<file path="config.mk">
export PLATFORM = sky130hd
export DESIGN_NAME = sd_clkdiv
export DESIGN_NICKNAME = d
export VERILOG_FILES = /design/src/rtl/sdclk_pkg.sv /design/src/rtl/sdclk_search.sv /design/src/rtl/sdclk_rate.sv /design/src/rtl/sdclk_gen.sv /design/src/rtl/sd_clkdiv.sv
export SDC_FILE = /design/constraint.sdc
export NUM_CORES = 1
export LEC_CHECK = 0
export ABC_AREA = 0
export ABC_CLOCK_PERIOD_IN_PS = 10300
export BUFFER_PORTS_ARGS = -buffer_cell sky130_fd_sc_hd__buf_2
export CAP_MARGIN = 20
export CORE_MARGIN = 3
export CORE_UTILIZATION = 65
export DETAILED_ROUTE_END_ITERATION = 16
export HOLD_SLACK_MARGIN = 0.03
export PLACE_DENSITY = 0.83
export SYNTH_ARGS = -nofsm -noshare
export SYNTH_HDL_FRONTEND = slang
export SYNTH_SLANG_ARGS = --single-unit
</file>
<file path="constraint.sdc">
create_clock -name clk -period 10.3 [get_ports clk]
set_clock_uncertainty 0.05 [all_clocks]
set_input_delay 0.515 -clock clk [delete_from_list [all_inputs] [get_ports clk]]
set_output_delay 0.515 -clock clk [all_outputs]
set_load 0.03 [all_outputs]
</file>
<file path="src/rtl/sdclk_pkg.sv">
package sdclk_pkg;

   typedef enum logic {
      SR_IDLE = 1'b0,
      SR_SCAN = 1'b1
   } sdclk_scan_e;

   typedef enum logic {
      PH_LOW  = 1'b0,
      PH_HIGH = 1'b1
   } sdclk_phase_e;

endpackage

</file>
<file path="src/rtl/sdclk_search.sv">
module sdclk_search
   import sdclk_pkg::*;
#(
   parameter int BASE_KHZ = 50000,
   parameter int FREQ_W   = 16,
   parameter int DIV_W    = 8
) (
   input  logic             clk,
   input  logic             rst_n,
   input  logic             start,
   input  logic [FREQ_W-1:0] freq,
   output logic [DIV_W-1:0]  div_q
);
   localparam int PROD_W = FREQ_W + DIV_W + 1;
   localparam logic [DIV_W-1:0] DIV_MAX = {DIV_W{1'b1}};

   sdclk_scan_e       st_q;
   logic [DIV_W-1:0]  cand_q;
   logic [PROD_W-1:0] prod;
   logic              hit;

   assign prod = PROD_W'(freq) * (PROD_W'(cand_q) + PROD_W'(1));
   assign hit  = (PROD_W'(BASE_KHZ) <= prod);

   always_ff @(posedge clk or negedge rst_n) begin
      if (!rst_n) begin
         st_q   <= SR_IDLE;
         cand_q <= '0;
         div_q  <= DIV_MAX;
      end else if (start) begin
         st_q   <= SR_SCAN;
         cand_q <= '0;
      end else if (st_q == SR_SCAN) begin
         if (hit || cand_q == DIV_MAX) begin
            div_q <= cand_q;
            st_q  <= SR_IDLE;
         end else begin
            cand_q <= cand_q + 1'b1;
         end
      end
   end

endmodule

</file>
<file path="src/rtl/sdclk_rate.sv">
module sdclk_rate #(
   parameter int BASE_KHZ = 50000,
   parameter int DIV_W    = 8,
   parameter int RATE_W   = 16
) (
   input  logic              clk,
   input  logic              rst_n,
   input  logic [DIV_W-1:0]  div_in,
   output logic [RATE_W-1:0] rate_q
);
   localparam int REM_W = DIV_W + 2;
   localparam int CNT_W = $clog2(RATE_W + 1);
   localparam logic [DIV_W-1:0] DIV_MAX = {DIV_W{1'b1}};
   localparam int RESET_RATE = BASE_KHZ / (2 ** DIV_W);

   logic              busy_q;
   logic [CNT_W-1:0]  cnt_q;
   logic [RATE_W-1:0] dvd_q;
   logic [RATE_W-1:0] quo_q;
   logic [REM_W-1:0]  rem_q;
   logic [DIV_W:0]    dsr_q;
   logic [DIV_W-1:0]  last_q;
   logic [REM_W-1:0]  rem_sh;
   logic              ge;

   assign rem_sh = {rem_q[REM_W-2:0], dvd_q[RATE_W-1]};
   assign ge     = (rem_sh >= REM_W'(dsr_q));

   always_ff @(posedge clk or negedge rst_n) begin
      if (!rst_n) begin
         busy_q <= 1'b0;
         cnt_q  <= '0;
         dvd_q  <= '0;
         quo_q  <= '0;
         rem_q  <= '0;
         dsr_q  <= '0;
         last_q <= DIV_MAX;
         rate_q <= RATE_W'(RESET_RATE);
      end else if (!busy_q) begin
         if (div_in != last_q) begin
            last_q <= div_in;
            dsr_q  <= {1'b0, div_in} + 1'b1;
            dvd_q  <= RATE_W'(BASE_KHZ);
            rem_q  <= '0;
            quo_q  <= '0;
            cnt_q  <= CNT_W'(RATE_W);
            busy_q <= 1'b1;
         end
      end else begin
         rem_q <= ge ? (rem_sh - REM_W'(dsr_q)) : rem_sh;
         dvd_q <= {dvd_q[RATE_W-2:0], 1'b0};
         quo_q <= {quo_q[RATE_W-2:0], ge};
         cnt_q <= cnt_q - 1'b1;
         if (cnt_q == CNT_W'(1)) begin
            busy_q <= 1'b0;
            rate_q <= {quo_q[RATE_W-2:0], ge};
         end
      end
   end

endmodule

</file>
<file path="src/rtl/sdclk_gen.sv">
module sdclk_gen
   import sdclk_pkg::*;
#(
   parameter int DIV_W = 8
) (
   input  logic             clk,
   input  logic             rst_n,
   input  logic             want,
   input  logic [DIV_W-1:0] nxt_div,
   output logic             card_clk,
   output logic             run_o,
   output logic [DIV_W-1:0] cur_div_o
);
   sdclk_phase_e     ph_q;
   logic             run_q;
   logic [DIV_W-1:0] cnt_q;
   logic [DIV_W-1:0] cur_q;

   always_ff @(posedge clk or negedge rst_n) begin
      if (!rst_n) begin
         ph_q  <= PH_LOW;
         run_q <= 1'b0;
         cnt_q <= '0;
         cur_q <= '0;
      end else if (!run_q) begin
         if (want) begin
            run_q <= 1'b1;
            ph_q  <= PH_HIGH;
            cnt_q <= '0;
            cur_q <= nxt_div;
         end
      end else if (cnt_q == cur_q) begin
         cnt_q <= '0;
         if (ph_q == PH_HIGH) begin
            ph_q <= PH_LOW;
         end else if (want) begin
            ph_q  <= PH_HIGH;
            cur_q <= nxt_div;
         end else begin
            run_q <= 1'b0;
         end
      end else begin
         cnt_q <= cnt_q + 1'b1;
      end
   end

   assign card_clk  = (ph_q == PH_HIGH);
   assign run_o     = run_q;
   assign cur_div_o = cur_q;

endmodule

</file>
<file path="src/rtl/sd_clkdiv.sv">
module sd_clkdiv
   import sdclk_pkg::*;
#(
   parameter int BASE_KHZ   = 50000,
   parameter int PP_KHZ     = 1000,
   parameter int SLOW_RATIO = 8,
   parameter int FREQ_W     = 16,
   parameter int DIV_W      = 8,
   parameter int RATE_W     = 16
) (
   input  logic              clk,
   input  logic              rst_n,
   input  logic [FREQ_W-1:0] freq_khz,
   input  logic              slow_req,
   input  logic              pwr_on,
   input  logic              xfer_ok,
   input  logic              idle_clk_ok,
   input  logic              busy,
   output logic              card_clk,
   output logic [DIV_W-1:0]  div_o,
   output logic [RATE_W-1:0] rate_khz
);
   localparam int DIV_MAX_I = (2 ** DIV_W) - 1;
   localparam logic [DIV_W-1:0] DIV_MAX = {DIV_W{1'b1}};
   localparam int PD_RAW   = BASE_KHZ / PP_KHZ;
   localparam int POST_DIV = (PD_RAW > DIV_MAX_I) ? DIV_MAX_I : PD_RAW;
   localparam int SH       = $clog2(SLOW_RATIO);
   localparam int SC_W     = DIV_W + SH + 1;

   generate
      if (SLOW_RATIO < 1) begin : g_bad_ratio
         $error("SLOW_RATIO must be at least 1");
      end
      if (PP_KHZ < 1) begin : g_bad_pp
         $error("PP_KHZ must be at least 1");
      end
      if (BASE_KHZ >= (2 ** RATE_W)) begin : g_bad_rate_w
         $error("RATE_W too narrow for BASE_KHZ");
      end
      if (DIV_W < 2) begin : g_bad_div_w
         $error("DIV_W must be at least 2");
      end
   endgenerate

   logic              boot_q;
   logic [FREQ_W-1:0] freq_q;
   logic              srch_start;
   logic [DIV_W-1:0]  srch_div;
   logic              pp_q;
   logic [SC_W-1:0]   scaled_w;
   logic [DIV_W-1:0]  scaled;
   logic [DIV_W-1:0]  eff_div;
   logic              want;
   logic              want_q;
   logic              gen_run;
   logic [DIV_W-1:0]  gen_div;
   logic [DIV_W-1:0]  post_div_c;

   assign post_div_c = DIV_W'(POST_DIV);

   always_ff @(posedge clk or negedge rst_n) begin
      if (!rst_n) begin
         boot_q <= 1'b1;
         freq_q <= '0;
      end else begin
         boot_q <= 1'b0;
         freq_q <= freq_khz;
      end
   end

   assign srch_start = boot_q | (freq_khz != freq_q);

   sdclk_search #(
      .BASE_KHZ(BASE_KHZ),
      .FREQ_W  (FREQ_W),
      .DIV_W   (DIV_W)
   ) u_search (
      .clk  (clk),
      .rst_n(rst_n),
      .start(srch_start),
      .freq (freq_khz),
      .div_q(srch_div)
   );

   always_ff @(posedge clk or negedge rst_n) begin
      if (!rst_n) begin
         pp_q <= 1'b0;
      end else if (pwr_on) begin
         pp_q <= 1'b1;
      end else if (xfer_ok) begin
         pp_q <= 1'b0;
      end
   end

   generate
      if ((SLOW_RATIO & (SLOW_RATIO - 1)) == 0) begin : g_scale_shift
         assign scaled_w = SC_W'(srch_div) << SH;
      end else begin : g_scale_mul
         assign scaled_w = SC_W'(srch_div) * SC_W'(SLOW_RATIO);
      end
   endgenerate

   assign scaled = (scaled_w > SC_W'(DIV_MAX_I)) ? DIV_MAX : scaled_w[DIV_W-1:0];

   always_comb begin
      if (pp_q) begin
         eff_div = post_div_c;
      end else if (slow_req) begin
         eff_div = scaled;
      end else begin
         eff_div = srch_div;
      end
   end

   assign want = pp_q | idle_clk_ok | (busy & (freq_khz != '0));

   always_ff @(posedge clk or negedge rst_n) begin
      if (!rst_n) begin
         div_o  <= DIV_MAX;
         want_q <= 1'b0;
      end else begin
         div_o  <= eff_div;
         want_q <= want;
      end
   end

   sdclk_gen #(
      .DIV_W(DIV_W)
   ) u_gen (
      .clk      (clk),
      .rst_n    (rst_n),
      .want     (want_q),
      .nxt_div  (div_o),
      .card_clk (card_clk),
      .run_o    (gen_run),
      .cur_div_o(gen_div)
   );

   sdclk_rate #(
      .BASE_KHZ(BASE_KHZ),
      .DIV_W   (DIV_W),
      .RATE_W  (RATE_W)
   ) u_rate (
      .clk   (clk),
      .rst_n (rst_n),
      .div_in(div_o),
      .rate_q(rate_khz)
   );

endmodule

</file>
# [Yosys cells after proc, flatten, opt, wreduce, memory -nomap -nowiden]
# Cells that the tools add are included.
[word_totals] ff_bits=141 latchBits=0 ram_bits=0 rom_bits=0 inputBits=23 n_memories=0
[op_classes] add_sub_neg=6 multipliers=1 n_div=0 order_cmp=3 eq_ne=8 shift=0 muxes=38 n_bitwise=6 reduce_logical=12
[ops] cell="two-way mux 8 bit" n=13
[ops] cell="two-way mux 16 bit" n=2
[ops] cell="two-way mux 15 bit" n=2
[ops] cell="two-way mux 9 bit" n=3
[ops] cell="less-or-equal comparator 16 x 25 -> 1 bit, first input constant" n=1
[ops] cell="multiplier 16 x 25 -> 25 bit" n=1
[ops] cell="adder 8 x 1 -> 9 bit, second input constant" n=2
[ops] cell="adder 8 x 1 -> 8 bit, second input constant" n=2
[ops] cell="two-way mux 1 bit" n=16
[ops] cell="!= test 16 bit" n=1
[ops] cell="nonzero test 16 bit" n=1
[ops] cell="> comparator 11 x 8 -> 1 bit, second input constant" n=1
[ops] cell="greater-or-equal comparator 10 x 9 -> 1 bit" n=1
[ops] cell="two-way mux 5 bit" n=2
[ops] cell="AND reduction 2 bit" n=5
[ops] cell="subtractor 9 bit" n=1
[ops] cell="== test 8 bit" n=1
[ops] cell="== test 8 bit, second input constant" n=1
[ops] cell="!= test 8 bit" n=1
[ops] cell="nonzero test 2 bit" n=4
[ops] cell="!= test 2 bit, second input constant" n=3
[ops] cell="== test 5 x 1 -> 1 bit, second input constant" n=1
[ops] cell="subtractor 5 x 1 -> 5 bit, second input constant" n=1
[ops] cell="bitwise OR 1 bit" n=3
[ops] cell="4 further kinds" n=5

# [Depth between registers and ports, before layout]
# Gate-level depths: netlist of run 1.
[logic_depth] ltp_word=7 mapped_depth=27

# [Hierarchy]
# A second synthesis of run 1 with hierarchy kept.
[unflattened] cells_unflattened=1172 hier_area_um2=11608.6
[by_module_without_submodules] module="sdclk_search" n_inst=1 cells_per_inst=650 area_each_um2=5719.2
[by_module_without_submodules] module="sdclk_rate" n_inst=1 cells_per_inst=311 area_each_um2=3688.5
[by_module_without_submodules] module="sdclk_gen" n_inst=1 cells_per_inst=131 area_each_um2=1157.4
[by_module_without_submodules] module="sd_clkdiv" n_inst=1 cells_per_inst=80 area_each_um2=1043.5

# [Worst setup path after synthesis of run 1]
# Ideal clock, no wire load.
[synth_path] kind="flip-flop to flip-flop" start="register u_search.cand_q[0]" end="register u_search.div_q[0]" setup_time_ns=0.082 t_arrival_ns=6.566 t_required_ns=10.168 path_slack_ns=3.602 stages_incl_launch_ff=24 path_buffers=2 path_cell_list="dfrtp_1 -> clkdlybuf4s50_2 -> nand3_1 -> nor2_1 -> nand3_1 -> xnor2_1 -> clkbuf_1 -> and2_1 -> fa_1 -> fa_1 -> fa_1 -> inv_1 -> fa_1 -> inv_1 -> ha_1 -> a21oi_1 -> o21ai_0 -> nor2_1 -> nand2_1 -> o221a_2 -> o2111a_1 -> and3_4 -> a211oi_4 -> mux2_2"
[synth_via] elab_chain_cells=5 word_cells_on_any_way=6
[synth_rtl] item="start, declared" line="sdclk_search.sv:18" text="logic [DIV_W-1:0] cand_q;"
[synth_rtl] item="start signal, assigned" line="sdclk_search.sv:38" text="cand_q <= cand_q + 1'b1;"
[synth_rtl] item="adder 8 x 1 -> 9 bit" line="sdclk_search.sv:22" text="assign prod = PROD_W'(freq) * (PROD_W'(cand_q) + PROD_W'(1));"
[synth_rtl] item="multiplier 16 x 25 -> 25 bit" line="sdclk_search.sv:22"
[synth_rtl] item="less-or-equal comparator 16 x 25 -> 1 bit" line="sdclk_search.sv:23" text="assign hit = (PROD_W'(BASE_KHZ) <= prod);"
[synth_rtl] item="logical OR 1 bit" line="sdclk_search.sv:34" text="if (hit || cand_q == DIV_MAX) begin"
[synth_rtl] item="AND reduction 3 bit (no line)"
[synth_rtl] item="end signal, assigned" line="sdclk_search.sv:35" text="div_q <= cand_q;"
[synth_rtl] item="end, declared" line="sdclk_search.sv:12" text="output logic [DIV_W-1:0] div_q"
# Parallel ways exist; a longest one is shown, timed or not.
# A chain may end at the register's enable or synchronous reset.

# [Worst setup path in the final report of run 1]
[layout_path] start="register u_search.cand_q[0]" end="register u_search.div_q[6]"
[layout_via] elab_chain_cells=5 word_cells_on_any_way=6
[layout_rtl] item="adder 8 x 1 -> 9 bit" line="sdclk_search.sv:22"
[layout_rtl] item="multiplier 16 x 25 -> 25 bit" line="sdclk_search.sv:22"
[layout_rtl] item="less-or-equal comparator 16 x 25 -> 1 bit" line="sdclk_search.sv:23"
[layout_rtl] item="logical OR 1 bit (*)" line="sdclk_search.sv:34"
[layout_rtl] item="AND reduction 3 bit (no line) (*)"
# Mark *: on every way between the ends. The rest lies on a longest branch, timed or not.

==> flow_metrics.py, run 1 <==
metrics = {
    "timing": {
        "hold_viol": 0,
        "period_minus_slack_ps": 7850,
        "finalSetupTns_ps": 0,
        "fin_crit_sh_pct": 76.2,
        "max_freq_ghz": 0.127,
        "final_max_slew_viol_count": 0,
        "tightestPinTransition_ps": 1050,
        "relSlewSlack_pct": 29.2,
        "holdWs_ps": 77.0,
        "setup_viol": 0,
        "rsz0062_at_grt": "no",
    },
    "routing": {
        "drtIter0Drc": 542,
        "totalWireLength_um": 24300,
        "wl_per_cell_um": 16.5,
        "firstDrtPassIters": 7,
        "ant_nets": 0,
        "drcViolationCount": 0,
        "drt-vias-per-instance": 5.77,
        "vias": 8519,
    },
    "place": {
        "portBuffers": 47,
        "dp_hpwl_um": 17700,
        "place.gp.congestion": 0.900,
    },
    "cts": {
        "post_cts_buffers": 0,
        "cts_buffers": 17,
        "cts-resized-gates": 0,
        "clkSinkCount": 137,
        "clock-root-buffer": "clkbuf_16",
        "clk_path_buf_depth": 2,
        "cts.clk_slew.worst_paths_ps": 60,
        "cts_tree": "built",
        "hold_buffers": 0,
        "clk_latency_ps": 420,
        "ctsHtreeMaxLevel": 4,
    },
    "setup_path": {
        "r2r_setup_slack_ps": 2450,
        "r2r_cells": 21,
        "r2r-start": "u_search.cand_q[0]",
        "cp_cell_sequence": "ha_1 > nand3_1 > or2_2 > nor2_1 > and2_1 > fa_1 > fa_1 > fa_1 > inv_1 > fa_1 > inv_1 > ha_1 > nand2_1 > nor2_1 > a31oi_2 > nor3b_1 > nor4b_1 > o31ai_1 > and3_4 > a211oi_4 > mux2_2",
        "crit_buf_inv": 2,
        "cp-start-kind": "register",
        "cpLargestDelayFamily": "simple AND/OR/NAND/NOR gates",
        "worstPathRequired_ps": 10590,
        "critPathMostFrequentCell": "fa_1",
        "cp-end-kind": "register",
        "crit_arrival_ps": 8140,
        "cp_slowest_cell": "nor2_1",
        "critical_path.max_fanout": 20,
        "max_stage_delay_ps": 760,
        "crit_type": "reg -> reg",
        "r2r-end": "u_search.div_q[6]",
    },
    "yosys": {
        "ys_ff_latch": 137,
        "ys_top_cells_by_area": "dfrtp_1 24%, fa_1 18%, dfstp_2 6.8%",
        "yosys.area.top_type": "dfrtp_1",
        "dominantRegCellSynth": "dfrtp_1",
        "ys_seq_area_share_pct": 30.9,
        "yosysUniqueCellTypes": 72,
        "syn-num-nets": 1412,
        "synth_area_um2": 11200,
        "syn_area_per_cell_um2": 9.13,
        "syn_inst": 1230,
        "ys.warnings.count": 0,
        "synthArstFlopShare_pct": 100,
        "synth_edf_count": 0,
        "yosys.area.top_type_share_pct": 24.1,
    },
    "worst_hold_path": {
        "min_path_type": "in -> async",
    },
    "power_and_ir_drop": {
        "leakagePower_nw": 5.92,
        "power_density_nw_per_um2": 182,
        "vdd_drop_max_v": 0.000175,
    },
    "job": {
        "maxCapViolations": 0,
    },
    "global_routing": {
        "overflow": 0,
        "grt_pass1_vias": 8673,
        "antenna_found_initial": 0,
        "grt_max_degree": 83,
        "track_usage_pct": 27.6,
        "grt_pass1_wl_um": 41400,
    },
    "floorplanning": {
        "initial_utilization_pct": 67.0,
        "die-area_um2": 18900,
        "die_w_um": 137,
        "pin_count": 48,
        "fp-row-count": 47,
        "die_y_um": 137,
        "core-area_um2": 16800,
    },
    "final_layout": {
        "finalNetCount": 1426,
        "area_delta_synth_final_pct": 8.43,
        "drive_gt1_share_pct": 13.0,
        "nFillCells": 1173,
        "final_util_pct": 72.6,
        "antenna_cells": 0,
        "final_cell_mix": "200 x nand2_1, 162 x inv_1, 107 x dfrtp_1",
        "final_common_cell": "nand2_1",
        "multi_input_comb_area_um2": 6890,
        "seq_area_um2": 3470,
    },
    "outcome": {
        "outcome": "completed",
    },
}
==> through the flow <==
step           setup WS (ps)  cells  power (mW)  area, um2
2_1_floorplan           3600   1230        1.39      11200
3_3_place_gp            2810   1443        1.53      11600
3_5_place_dp            2550   1443        1.57      11600
4_1_cts                 2460   1475        2.22      12200
5_1_grt                 1970   1477        2.36      12200
6_report                2450   1477        2.21      12200
==> worst reg2reg max path, stage by stage (launching register included) <==
cell	delay, ps
dfrtp_1	710
ha_1	310
nand3_1	160
or2_2	410
nor2_1	760
and2_1	280
fa_1	430
fa_1	520
fa_1	550
inv_1	60
fa_1	530
inv_1	50
ha_1	370
nand2_1	150
nor2_1	260
a31oi_2	170
nor3b_1	170
nor4b_1	500
o31ai_1	240
and3_4	230
a211oi_4	480
mux2_2	410
==> registers in the layout, summed over array words and instances, names as in the netlist, 5 cells and up <==
name,cells
freq_q,16
u_rate.rate_q,16
u_rate.quo_q,15
u_rate.dvd_q,12
u_rate.dsr_q,9
u_rate.rem_q,9
div_o,8
u_gen.cnt_q,8
u_gen.cur_div_o,8
u_rate.last_q,8
u_search.cand_q,8
u_search.div_q,8
u_rate.cnt_q,5
==> kinds of logic after synthesis <==
kind of cell / count (synthesis) / share of synthesized area [%]
AOI/OAI and AO/OA: 198 / 11.2
xor gates and xnor gates: 58 / 4.53
adders and majority gates: 159 / 24.4
buffers and inverters: 225 / 7.76
DFF: 137 / 30.9
muxes: 30 / 2.95
other: 1 / 0.0334
and+or+nand+nor: 422 / 18.3
==> power breakdown <==
part / switching [mW] / internal, mW / total [mW]
clock network: 0.227 / 0.393 / 0.620
logic: 0.453 / 0.300 / 0.753
registers: 0.123 / 0.719 / 0.842
==> cell type report <==
class | instances | share of cell area, %
Clock inverter | 11 | 1.19
Clock buffer | 21 | 3.78
Sequential cell | 137 | 28.5
Multi-Input combinational cell | 868 | 56.6
Timing Repair Buffer | 58 | 2.66
Tap cell | 220 | 2.26
Inverter | 162 | 5.00
==> synthesized netlist by cell type, types with 15 or more instances <==
master,n
ha_1,59
nand2b_1,21
dfrtp_1,108
inv_1,162
xor2_1,23
nand2_1,200
nor2b_1,17
nand3_1,15
and2_1,67
xnor2_1,35
o21ai_0,73
mux2_2,25
clkbuf_1,56
dfstp_2,29
a21oi_1,39
fa_1,100
nor2_1,40
==> how the worst max path moves through the flow <==
stage                     cells past startpoint            endpoint  slack, ps          startpoint
after floorplan                              23   u_search.div_q[0]       3600  u_search.cand_q[0]
after global placement                       21   u_search.div_q[0]       2810  u_search.cand_q[0]
after detailed placement                     21   u_search.div_q[3]       2550  u_search.cand_q[0]
after CTS                                    20  u_search.cand_q[5]       2460  u_search.cand_q[0]
after global routing                         22  u_search.cand_q[5]       1970  u_search.cand_q[0]
final                                        21   u_search.div_q[6]       2450  u_search.cand_q[0]
==> metal layers <==
metal	up-vias	track usage [%]	part of all wire, %
met1	4178	34.8	41
met4	0	11.3	2.8
met5	-	0	0
met2	271	47.2	51
li1	4000	-	-
met3	70	4.57	5.3
Note: power is estimated with default switching activity, not from simulation.
==> inputs of run 2 (changes only) <==
- ABC_AREA: 0 -> 1
- ABC_CLOCK_PERIOD_IN_PS: 10300 -> 6700
- CORE_UTILIZATION: 65 -> 57
- PLACE_DENSITY: 0.83 -> 0.78
- clock period: 10.3 -> 6.7 ns (I/O delays scaled with it)
==> run 2 against run 1 <==
  * Cell area grew 0.85%
  * Power grew 49%
  * Maximum frequency grew 25%
  * Die area grew 13%
  * Clock power grew 52%
  * Via count grew 6.0%
  * Largest cell class unchanged
  * Largest power group unchanged
  * Highest routed layer unchanged
==> flow_metrics.py, run 2 <==
metrics = {
    "power_and_ir_drop": {
        "seq_power_share_pct": 38.1,
        "power_density_nw_per_um2": 270,
        "combPwrFrac_pct": 33.5,
        "power_switching_mw": 1.24,
        "swShare_pct": 37.5,
        "internal_power_mw": 2.07,
        "vdd_drop_max_v": 0.000162,
        "leakagePower_nw": 6.56,
        "clock_power_share_pct": 28.4,
    },
    "cts": {
        "cts_buffers": 17,
        "clock-root-buffer": "clkbuf_16",
        "cts_tree": "built",
        "ctsHtreeMaxLevel": 4,
        "clk_latency_ps": 420,
        "clkSinkCount": 137,
        "clk_path_buf_depth": 2,
        "cts.clk_slew.worst_paths_ps": 60,
    },
    "setup_path": {
        "critPathMostFrequentCell": "nand2_1",
        "worstPathRequired_ps": 6960,
        "cp-start-kind": "register",
        "crit_type": "reg -> reg",
        "cp-end-kind": "register",
        "max_stage_delay_ps": 560,
        "cp_slowest_cell": "fa_1",
        "critical_path.max_fanout": 13,
        "r2r_setup_slack_ps": 410,
        "crit_arrival_ps": 6540,
    },
    "global_routing": {
        "overflow": 0,
        "antenna_found_initial": 0,
        "grt_pass1_wl_um": 44000,
        "grt_max_degree": 80,
        "track_usage_pct": 25.3,
        "grt_pass1_vias": 9052,
    },
    "final_layout": {
        "design_area_um2": 12300,
        "reg_top3": "freq_q (16), u_rate.rate_q (16), u_rate.quo_q (15)",
        "drive_gt1_share_pct": 11.3,
        "final_common_cell": "nand2_1",
        "nFillCells": 1556,
        "finalNetCount": 1603,
        "area_delta_synth_final_pct": 9.94,
        "antenna_cells": 0,
        "final_cell_mix": "317 x nand2_1, 271 x inv_1, 119 x nor2_1",
    },
    "floorplanning": {
        "die-area_um2": 21300,
        "initial_utilization_pct": 58.9,
        "die_y_um": 146,
        "die_w_um": 146,
        "core-area_um2": 19000,
        "pin_count": 48,
        "fp-row-count": 50,
    },
    "routing": {
        "drcViolationCount": 0,
        "firstDrtPassIters": 5,
        "vias": 9029,
        "drt-vias-per-instance": 5.33,
        "totalWireLength_um": 25700,
        "ant_nets": 0,
        "drtIter0Drc": 639,
        "wl_per_cell_um": 15.2,
    },
    "timing": {
        "finalSetupTns_ps": 0,
        "tightestPinTransition_ps": 756,
        "relSlewSlack_pct": 49.5,
        "setup_viol": 0,
        "period_minus_slack_ps": 6290,
        "max_freq_ghz": 0.159,
        "hold_viol": 0,
        "rsz0062_at_grt": "no",
        "fin_crit_sh_pct": 93.8,
        "final_max_slew_viol_count": 0,
    },
    "yosys": {
        "syn-num-nets": 1558,
        "synthXorXnorAreaFrac_pct": 3.22,
        "synth_edf_count": 0,
        "ys.warnings.count": 0,
        "synth_compound_area_share_pct": 7.71,
        "syn_inst": 1376,
        "yosys.area.top_type": "dfrtp_1",
        "ys_top_cells_by_area": "dfrtp_1 24%, fa_1 18%, nand2_1 11%",
        "dominantRegCellSynth": "dfrtp_1",
        "synth_area_um2": 11200,
        "synth_common_cells": "318 x nand2_1, 271 x inv_1, 119 x nor2_1",
        "synth_top_family_by_area": "adder cells",
        "ys_ff_latch": 137,
        "ys_seq_area_share_pct": 31.0,
        "synth-simple-area-share_pct": 22.8,
        "synthMuxAreaShare_pct": 0,
        "synth_most_common_cell": "nand2_1",
        "yosysUniqueCellTypes": 48,
        "syn_area_per_cell_um2": 8.11,
        "yosys.area.top_type_share_pct": 24.2,
        "synth-adder-area-share_pct": 24.5,
        "synthArstFlopShare_pct": 100,
    },
    "place": {
        "portBuffers": 47,
        "dp_hpwl_um": 19700,
        "place.gp.congestion": 0.984,
        "placed_cell_area_um2": 11700,
    },
    "outcome": {
        "outcome": "completed",
    },
    "worst_hold_path": {
        "min_path_type": "in -> reg",
    },
    "job": {
        "maxCapViolations": 0,
    },
}
[run 2: final timing paths]
kind | start | to | depth (start not counted)
max | u_search.cand_q[0] | u_search.cand_q[2] | 31
min | pwr_on | pp_q | 2
max reg2reg | u_search.cand_q[0] | u_search.cand_q[2] | 31
min reg2reg | u_rate.last_q[7] | u_rate.last_q[7] | 2
max in group asynchronous | rst_n | u_rate.dsr_q[5] | 3
min in group asynchronous | rst_n | u_gen.cnt_q[7] | 2
[run 2: repair_timing]
item | in CTS | in global routing
hold endpoints to repair | 68 | 0
gates resized for setup | 0 | 1
buffers inserted | 0 | 0
hold buffers | 2 | 0
setup endpoints to repair | 0 | 1
[run 2: final cells by class]
cell class / count / area [um2] / area share [%]
clock buffer: 17 / 425 / 3.47
clock inverter: 15 / 165 / 1.35
inverter: 285 / 1070 / 8.71
multi-input combinational: 924 / 6510 / 53.0
sequential: 137 / 3460 / 28.2
tap: 260 / 325 / 2.65
timing repair buffer: 56 / 314 / 2.56
[run 2: stage by stage]
step	std cells	total power, mW	hold slack [ps]	setup slack [ps]	util, %
final	1694	3.31	60.9	412	64.8
after global routing	1694	3.55	58.0	1.67	64.8
after CTS	1694	3.33	49.8	458	64.7
after detailed placement	1660	2.37	352	528	61.5
after global placement	1660	2.32	348	714	61.5
after floorplan	1376	2.09	-10.6	1270	-
[run 2: layer usage]
layer  vias up  GRT usage (%)  wire, um  share of wire (%)
met5         -              0         0                  0
met1      4327           33.1     10700                 42
met4         0           9.12       732                2.8
met2       293           41.8     12600                 49
li1       4344              -         -                  -
met3        65           5.61      1630                6.4
[run 2: cell families (layout without fill, tap and decap cells)]
family / Yosys count / in the layout
xor gates and xnor gates: 41 / 41
buffers and inverters: 315 / 373
AOI/OAI and AO/OA: 149 / 149
DFF: 137 / 137
adders and majority gates: 159 / 159
and+or+nand+nor: 574 / 574
other: 1 / 1
[run 2: power groups by stage]
| stage | logic (mW) | registers [mW] | clock network [mW] |
|---|---|---|---|
| floorplan | 0.758 | 1.33 | 0 |
| global placement | 1.06 | 1.26 | 0 |
| detailed placement | 1.10 | 1.27 | 0 |
| CTS | 1.11 | 1.26 | 0.955 |
| global route | 1.26 | 1.29 | 0.995 |
| finish | 1.11 | 1.26 | 0.940 |
[run 2: critical path: cells and delay by family (launching register included)]
| kind | cells | cell delay, ps |
|---|---|---|
| DFF | 1 | 500 |
| and+or+nand+nor | 19 | 2410 |
| adders and majority gates | 6 | 2710 |
| buffers and inverters | 6 | 510 |
